==> config.mk <==
export PLATFORM = sky130hd
export DESIGN_NAME = ddr_init_seq
export DESIGN_NICKNAME = d
export VERILOG_FILES = /design/src/rtl/ddr_init_pkg.sv /design/src/rtl/ddr_init_timer.sv /design/src/rtl/ddr_init_modeword.sv /design/src/rtl/ddr_init_cmdgen.sv /design/src/rtl/ddr_init_seq.sv
export SDC_FILE = /design/constraint.sdc
export NUM_CORES = 1
export LEC_CHECK = 0
export ABC_CLOCK_PERIOD_IN_PS = 2400
export BUFFER_PORTS_ARGS = -buffer_cell sky130_fd_sc_hd__buf_2
export CORE_MARGIN = 3
export CORE_UTILIZATION = 49
export DETAILED_ROUTE_END_ITERATION = 10
export GPL_TIMING_DRIVEN = 0
export HOLD_SLACK_MARGIN = 0.15
export PLACE_DENSITY_LB_ADDON = 0.2
export SYNTH_ARGS = -nofsm -noshare
export SYNTH_HDL_FRONTEND = slang
export SYNTH_SLANG_ARGS = --single-unit
==> constraint.sdc <==
create_clock -name clk -period 2.4 [get_ports clk]
set_input_delay 0.24 -clock clk [delete_from_list [all_inputs] [get_ports clk]]
set_output_delay 0.24 -clock clk [all_outputs]
set_load 0.01 [all_outputs]
==> src/rtl/ddr_init_pkg.sv <==
// Shared types for the DDR bring-up sequencer.
// Assumes commands are encoded as {cs_n, ras_n, cas_n, we_n}.
package ddr_init_pkg;

    typedef enum logic [3:0] {
        CMD_MRS   = 4'b0000,
        CMD_REF   = 4'b0001,
        CMD_PRE   = 4'b0010,
        CMD_NOP   = 4'b0111,
        CMD_DESEL = 4'b1111
    } cmd_t;

    typedef enum logic [3:0] {
        S_CHECK,
        S_PWR,
        S_PRE,
        S_TRP,
        S_EMRS,
        S_TEMRS,
        S_MRS,
        S_TMRS,
        S_REF,
        S_TRFC,
        S_FINAL,
        S_DONE
    } seq_state_t;

endpackage

==> src/rtl/ddr_init_timer.sv <==
// Reloadable down-counter that times every wait phase of the bring-up.
// Assumes: the caller loads N-1 on the edge that enters an N-cycle wait
// and treats 'expired' as the last cycle of that wait.
module ddr_init_timer #(
    parameter int WIDTH = 8
) (
    input  logic             clk,
    input  logic             rst_n,
    input  logic             load,
    input  logic [WIDTH-1:0] load_val,
    output logic             expired
);

    logic [WIDTH-1:0] cnt_q;

    // Purpose: reload on phase entry, otherwise count down to zero and hold.
    always_ff @(posedge clk) begin
        if (!rst_n) begin
            cnt_q <= '0;
        end else if (load) begin
            cnt_q <= load_val;
        end else if (cnt_q != '0) begin
            cnt_q <= cnt_q - 1'b1;
        end
    end

    assign expired = (cnt_q == '0);

    // an unloaded, nonzero count decreases by exactly one per cycle
    p_count_down_r8: assert property (@(posedge clk) disable iff (!rst_n)
        (!load && cnt_q != '0) |=> (cnt_q == $past(cnt_q) - 1'b1));

endmodule

==> src/rtl/ddr_init_modeword.sv <==
// Validates burst length and CAS latency inputs and packs them into the
// mode register word, with the DLL reset bit set.
// Assumes: burst length is given in beats, CAS latency in half-cycles.
module ddr_init_modeword (
    input  logic [3:0]  burst_len,
    input  logic        interleave,
    input  logic [2:0]  cas_half,
    output logic        cfg_ok,
    output logic [12:0] word
);

    logic [2:0] bl_code;
    logic [2:0] cl_code;
    logic       bl_ok;
    logic       cl_ok;

    // Purpose: map the burst length in beats to its field code.
    always_comb begin
        bl_ok   = 1'b1;
        bl_code = 3'b000;
        case (burst_len)
            4'd2:    bl_code = 3'b001;
            4'd4:    bl_code = 3'b010;
            4'd8:    bl_code = 3'b011;
            default: bl_ok   = 1'b0;
        endcase
    end

    // Purpose: map the CAS latency in half-cycles to its field code.
    always_comb begin
        cl_ok   = 1'b1;
        cl_code = 3'b000;
        case (cas_half)
            3'd4:    cl_code = 3'b010;
            3'd5:    cl_code = 3'b110;
            default: cl_ok   = 1'b0;
        endcase
    end

    assign cfg_ok = bl_ok && cl_ok;
    // A12..A9 zero, A8 DLL reset, A7 zero, A6..A4 latency, A3 type, A2..A0 length
    assign word   = {4'b0000, 1'b1, 1'b0, cl_code, interleave, bl_code};

endmodule

==> src/rtl/ddr_init_cmdgen.sv <==
// Decodes the sequencer state into command pins, bank and address.
// Assumes: each command state lasts one cycle; all other states drive NOP.
module ddr_init_cmdgen
    import ddr_init_pkg::*;
(
    input  seq_state_t  state,
    input  logic [12:0] mr_word,
    output logic [3:0]  cmd,
    output logic [1:0]  ba,
    output logic [12:0] addr
);

    // Purpose: pick command, bank and address for the current state.
    always_comb begin
        cmd  = CMD_NOP;
        ba   = 2'b00;
        addr = '0;
        case (state)
            S_PRE: begin
                cmd      = CMD_PRE;
                addr[10] = 1'b1;
            end
            S_EMRS: begin
                cmd = CMD_MRS;
                ba  = 2'b01;
            end
            S_MRS: begin
                cmd  = CMD_MRS;
                addr = mr_word;
            end
            S_REF:   cmd = CMD_REF;
            default: cmd = CMD_NOP;
        endcase
    end

endmodule

==> src/rtl/ddr_init_seq.sv <==
// DDR SDRAM bring-up sequencer top.
// Assumes: clock and supplies are stable when rst_n is released; the
// configuration inputs are sampled only at the start of the sequence.
module ddr_init_seq
    import ddr_init_pkg::*;
#(
    parameter int CLK_PERIOD_PS = 4000,
    parameter int POWERUP_NS    = 200000,
    parameter int TRP_NOPS      = 2,
    parameter int TRSC_NOPS     = 2,
    parameter int TRFC_NOPS     = 10,
    parameter int REFRESH_COUNT = 2,
    parameter int FINAL_NOPS    = 200
) (
    input  logic        clk,
    input  logic        rst_n,
    input  logic [3:0]  cfg_burst_len,
    input  logic        cfg_interleave,
    input  logic [2:0]  cfg_cas_half,
    output logic        cs_n,
    output logic        ras_n,
    output logic        cas_n,
    output logic        we_n,
    output logic [1:0]  ba,
    output logic [12:0] addr,
    output logic        init_done,
    output logic        cfg_error
);

    localparam int PWR_RAW  = (POWERUP_NS * 1000 + CLK_PERIOD_PS - 1) / CLK_PERIOD_PS;
    localparam int PWR_CYC  = (PWR_RAW < 1) ? 1 : PWR_RAW;
    localparam int TRP_CYC  = (TRP_NOPS < 1) ? 1 : TRP_NOPS;
    localparam int TRSC_CYC = (TRSC_NOPS < 1) ? 1 : TRSC_NOPS;
    localparam int TRFC_CYC = (TRFC_NOPS < 1) ? 1 : TRFC_NOPS;
    localparam int FIN_CYC  = (FINAL_NOPS < TRFC_CYC) ? TRFC_CYC : FINAL_NOPS;
    localparam int NREF     = (REFRESH_COUNT < 2) ? 2 : REFRESH_COUNT;
    localparam int MAX_A    = (PWR_CYC > FIN_CYC) ? PWR_CYC : FIN_CYC;
    localparam int MAX_B    = (TRP_CYC > TRSC_CYC) ? TRP_CYC : TRSC_CYC;
    localparam int MAX_C    = (MAX_B > TRFC_CYC) ? MAX_B : TRFC_CYC;
    localparam int TMR_MAX  = (MAX_A > MAX_C) ? MAX_A : MAX_C;
    localparam int TW       = $clog2(TMR_MAX + 1);
    localparam int RW       = $clog2(NREF + 1);

    seq_state_t  state_q, state_d;
    logic [RW-1:0] ref_cnt_q;
    logic [12:0] mr_word_q;
    logic [12:0] live_word;
    logic        live_ok;
    logic        tmr_load;
    logic [TW-1:0] tmr_val;
    logic        tmr_exp;
    logic        last_ref;
    logic [3:0]  cmd_w;

    ddr_init_modeword u_modeword (
        .burst_len  (cfg_burst_len),
        .interleave (cfg_interleave),
        .cas_half   (cfg_cas_half),
        .cfg_ok     (live_ok),
        .word       (live_word)
    );

    ddr_init_timer #(.WIDTH(TW)) u_timer (
        .clk      (clk),
        .rst_n    (rst_n),
        .load     (tmr_load),
        .load_val (tmr_val),
        .expired  (tmr_exp)
    );

    ddr_init_cmdgen u_cmdgen (
        .state   (state_q),
        .mr_word (mr_word_q),
        .cmd     (cmd_w),
        .ba      (ba),
        .addr    (addr)
    );

    assign last_ref = (ref_cnt_q == RW'(NREF - 1));

    // Purpose: choose the next phase of the fixed bring-up order.
    always_comb begin
        state_d = state_q;
        case (state_q)
            S_CHECK: if (live_ok) state_d = S_PWR;
            S_PWR:   if (tmr_exp) state_d = S_PRE;
            S_PRE:   state_d = S_TRP;
            S_TRP:   if (tmr_exp) state_d = S_EMRS;
            S_EMRS:  state_d = S_TEMRS;
            S_TEMRS: if (tmr_exp) state_d = S_MRS;
            S_MRS:   state_d = S_TMRS;
            S_TMRS:  if (tmr_exp) state_d = S_REF;
            S_REF:   state_d = last_ref ? S_FINAL : S_TRFC;
            S_TRFC:  if (tmr_exp) state_d = S_REF;
            S_FINAL: if (tmr_exp) state_d = S_DONE;
            S_DONE:  state_d = S_DONE;
            default: state_d = S_CHECK;
        endcase
    end

    // Purpose: load the timer with the length of the wait being entered.
    always_comb begin
        tmr_load = (state_d != state_q);
        case (state_d)
            S_PWR:   tmr_val = TW'(PWR_CYC - 1);
            S_TRP:   tmr_val = TW'(TRP_CYC - 1);
            S_TEMRS: tmr_val = TW'(TRSC_CYC - 1);
            S_TMRS:  tmr_val = TW'(TRSC_CYC - 1);
            S_TRFC:  tmr_val = TW'(TRFC_CYC - 1);
            S_FINAL: tmr_val = TW'(FIN_CYC - 1);
            default: tmr_val = '0;
        endcase
    end

    // Purpose: phase register, refresh counter and configuration capture.
    always_ff @(posedge clk) begin
        if (!rst_n) begin
            state_q   <= S_CHECK;
            ref_cnt_q <= '0;
            mr_word_q <= '0;
        end else begin
            state_q <= state_d;
            if (state_q == S_CHECK && live_ok) begin
                mr_word_q <= live_word;
            end
            if (state_q == S_REF) begin
                ref_cnt_q <= ref_cnt_q + 1'b1;
            end
        end
    end

    assign {cs_n, ras_n, cas_n, we_n} = cmd_w;
    assign init_done = (state_q == S_DONE);
    assign cfg_error = !live_ok;

    // right after reset release the bus is quiet and done is low
    p_reset_quiet_r1: assert property (@(posedge clk) disable iff (!rst_n)
        $rose(rst_n) |-> (cmd_w == CMD_NOP && !init_done));

    // the mode load never carries a reserved or stray field
    p_mode_fields_r6: assert property (@(posedge clk) disable iff (!rst_n)
        (cmd_w == CMD_MRS && ba == 2'b00) |->
        (addr[8] && !addr[7] && addr[12:9] == 4'b0000 &&
         (addr[2:0] == 3'b001 || addr[2:0] == 3'b010 || addr[2:0] == 3'b011) &&
         (addr[6:4] == 3'b010 || addr[6:4] == 3'b110)));

    // the extended load enables the DLL with an all-zero word
    p_emrs_word_r7: assert property (@(posedge clk) disable iff (!rst_n)
        (cmd_w == CMD_MRS && ba == 2'b01) |-> (addr == 13'd0));

    // precharge always targets every bank
    p_pre_all_r7: assert property (@(posedge clk) disable iff (!rst_n)
        (cmd_w == CMD_PRE) |-> addr[10]);

    // no two commands back to back
    p_gap_nop_r8: assert property (@(posedge clk) disable iff (!rst_n)
        (cmd_w != CMD_NOP) |=> (cmd_w == CMD_NOP));

    // an illegal configuration keeps the sequence parked at its start
    p_hold_on_error_r9: assert property (@(posedge clk) disable iff (!rst_n)
        (cfg_error && state_q == S_CHECK) |=> (state_q == S_CHECK));

    // once started, the captured word never changes
    p_word_frozen_r10: assert property (@(posedge clk) disable iff (!rst_n)
        (state_q != S_CHECK && $past(state_q) != S_CHECK) |-> $stable(mr_word_q));

    // done is sticky
    p_done_sticky_r5: assert property (@(posedge clk) disable iff (!rst_n)
        init_done |=> init_done);

    // nothing but NOP once done
    p_done_quiet_r5: assert property (@(posedge clk) disable iff (!rst_n)
        init_done |-> (cmd_w == CMD_NOP));

endmodule

==> flow_summary.yaml <==
critical_path:
  critPathRequiredTime_ps: 2650
  crit_slowest_cell: "or4_4"
  cp-start-kind: "flop"
  endpoint_kind: "flop"
  cp.arrival_ps: 2830
  path_cells: "or4_4 -> or3_4 -> or4_4 -> a311oi_4 -> xnor2_1 -> o31ai_2"
  slowest_delay_ps: 580
  timing.rr.start: "u_timer.cnt_q[7]"
  crit_type: "flop to flop"
  cpMostUsedCell: "or4_4"
  cp_max_fo: 4
  startpoint: "u_timer.cnt_q[7]"
sta:
  finalCriticalPeriod_ps: 2580
  fmax_ghz: 0.388
  finalHoldViolCount: 0
  finalCritPeriodShare: 1.07
  finalSetupViolations: 17
  slew_viol_final: 0
  rsz0062_at_grt: "yes"
  timing.final.ws_setup_ps: -177
  fin_skew_ps: 2.71
  worst_pin_slew_ps: 589
  relSlewSlack: 0.608
  hold_ws_ps: 159
synth:
  syn_avg_cell_area_um2: 7.84
  synthesis.area_um2: 1670
  synthFlopType: "dfxtp_1"
  synth_top_area_cell: "dfxtp_1"
  yosys_warnings: 0
  synth_enable_flop_cells: 0
  synth-seq-cells: 28
  ys_types: 45
  yosys-top-cells-area: "dfxtp_1, nor2_1, a21oi_1"
  synth_cells: 213
  async_reset_ff_frac: 0
  synth-seq-area-share: 0.336
  synth_top_area_share: 0.336
power:
  total_power_mw: 2.91
  cellPowerDensity_nw_per_um2: 1300
  p_int_mw: 1.73
  combPwrFrac: 0.655
  power_frac_seq: 0.236
  p_leak_nw: 0.943
  p_switching_mw: 1.18
  p_clk_frac: 0.109
  vdd_drop_max_v: 0.000520
  switching_share: 0.405
place:
  port_buffers: 22
  dp.cells: 286
  globalplace.congestion: 0.863
  dp_hpwl_mm: 2.72
flow_run:
  cap_violations: 0
min_path:
  min_from: "cfg_cas_half[0]"
  hp-class: "primary input to flop"
status:
  violations: "setup timing"
  outcome: "finished, violations left"
global_routing:
  grt_max_degree: 17
  grt_pass1_vias: 1556
  globalRouteOverflowTotal: 0
  antenna_found_initial: 0
  grtUsageTotal: 0.208
  grt_pass1_wl_mm: 6.91
floorplan:
  die_h_um: 64.4
  start_util: 0.529
  die_area_um2: 4140
  num_rows: 20
  io_pins: 31
  core_um2: 3150
  die_w_um: 64.4
drt:
  finalWirelength_mm: 4.42
  routedWlPerCell_um: 14.2
  post-route-drc-count: 0
  dr.pass1.iters: 4
  vias: 1701
  vias_per_cell: 5.45
  drt_iter0_drc: 57
  ant_nets: 0
layout:
  drive_gt1_frac: 0.366
  layout_common_cells: "nor2_1, buf_4, dfxtp_1"
  finalNetCount: 281
  antenna_cells: 0
  syn_to_final_growth_pct: 34.6
  final_util: 0.712
  stdcell_count: 312
  mostFrequentLayoutCell: "nor2_1"
clocking:
  cts_tree: "yes"
  clock_path_buffers: 2
  cts_buffers: 3
  ctsHtreeMaxLevel: 1
  cts_sinks: 28
  cts_root_buf: "clkbuf_4"
  clk_pin_slew_ps: 160
  clk_latency_ps: 330
[flip-flops by register name, summed over array words and instances, names as in the netlist]
| register | cells |
|---|---|
| u_timer.cnt_q | 16 |
| mr_word_q | 6 |
| state_q | 4 |
| ref_cnt_q | 2 |
[power by group through the flow]
stage                     logic [mW]  registers, mW  clock network, mW
after global placement          1.19          0.682                  0
after CTS                       1.62          0.675              0.320
after detailed placement        1.21          0.687                  0
after global routing            2.05          0.701              0.337
after floorplan                0.994          0.662                  0
final                           1.91          0.687              0.319
[worst paths after layout]
| check | to | slack [ps] | cells after the start |
|---|---|---|---|
| setup / recovery | u_timer.cnt_q[0] | -180 | 6 |
| hold / removal | mr_word_q[6] | 160 | 3 |
| setup reg to reg | u_timer.cnt_q[0] | -180 | 6 |
| hold reg to reg | mr_word_q[6] | 460 | 2 |
[Yosys cell counts, types with 2 or more instances]
| cell | n |
|---|---|
| and2_1 | 6 |
| nor2_1 | 32 |
| or4_1 | 5 |
| a22oi_1 | 3 |
| xor2_1 | 6 |
| xnor2_1 | 9 |
| nor3_1 | 7 |
| nand3_1 | 4 |
| clkbuf_1 | 8 |
| dfxtp_1 | 28 |
| or2_2 | 3 |
| nor4_1 | 5 |
| o21ai_0 | 10 |
| or4_4 | 2 |
| nand2b_1 | 5 |
| o211ai_1 | 2 |
| nor2b_1 | 2 |
| buf_4 | 8 |
| inv_1 | 7 |
| o31ai_1 | 2 |
| nand2_1 | 10 |
| ha_1 | 2 |
| a21oi_1 | 20 |
| or3_1 | 6 |
[cell families after synthesis]
logic type      count (synthesis)  synth area share
xor+xnor                       15            0.0787
flops                          28             0.336
simple gates                   93             0.297
mux                             2            0.0127
compound gates                 46             0.177
fa+ha+maj                       2            0.0150
buf+inv                        26            0.0817
other cells                     1           0.00225
[routing by layer]
metal,GRT usage,up-vias,wire length [um]
met2,0.349,64,2100
met5,0,-,0
li1,-,837,-
met4,0.0607,0,43
met1,0.274,796,2050
met3,0.0334,4,224
[stage by stage]
step                      setup WS, ps  setup TNS (ps)  instance area (um^2)
final                             -177            -602                  2250
after global routing              -186           -1920                  2250
after CTS                         -227           -1900                  2130
after detailed placement          -640           -6590                  1880
after global placement            -559           -5620                  1880
after floorplan                   -181            -498                  1720
[critical path: cells and delay by family, from the launching register on]
kind | cells | cell delay [ps]
AND/OR/NAND/NOR | 3 | 1480
XOR/XNOR | 1 | 130
AO/OA/AOI/OAI | 2 | 510
flip-flops | 1 | 380
[timing repair]
action / 4_1_cts / 5_1_grt
pin swaps: 13 / 16
cloned: 1 / 0
setup endpoints to repair: 18 / 18
gates resized for setup: 24 / 20
hold endpoints to repair: 1 / 1
hold buffers: 1 / 1
buffers inserted: 15 / 11
[cell type report]
class,instances,area [um^2]
Timing Repair Buffer,47,322
Clock inverter,1,30.0
Buffer,16,93.8
Sequential cell,28,567
Clock buffer,3,22.5
Tap cell,44,55.1
Inverter,7,26.3
Multi-Input combinational cell,166,1130
Fill cell,269,907
No activity file was read; power rests on OpenSTA's default activity.
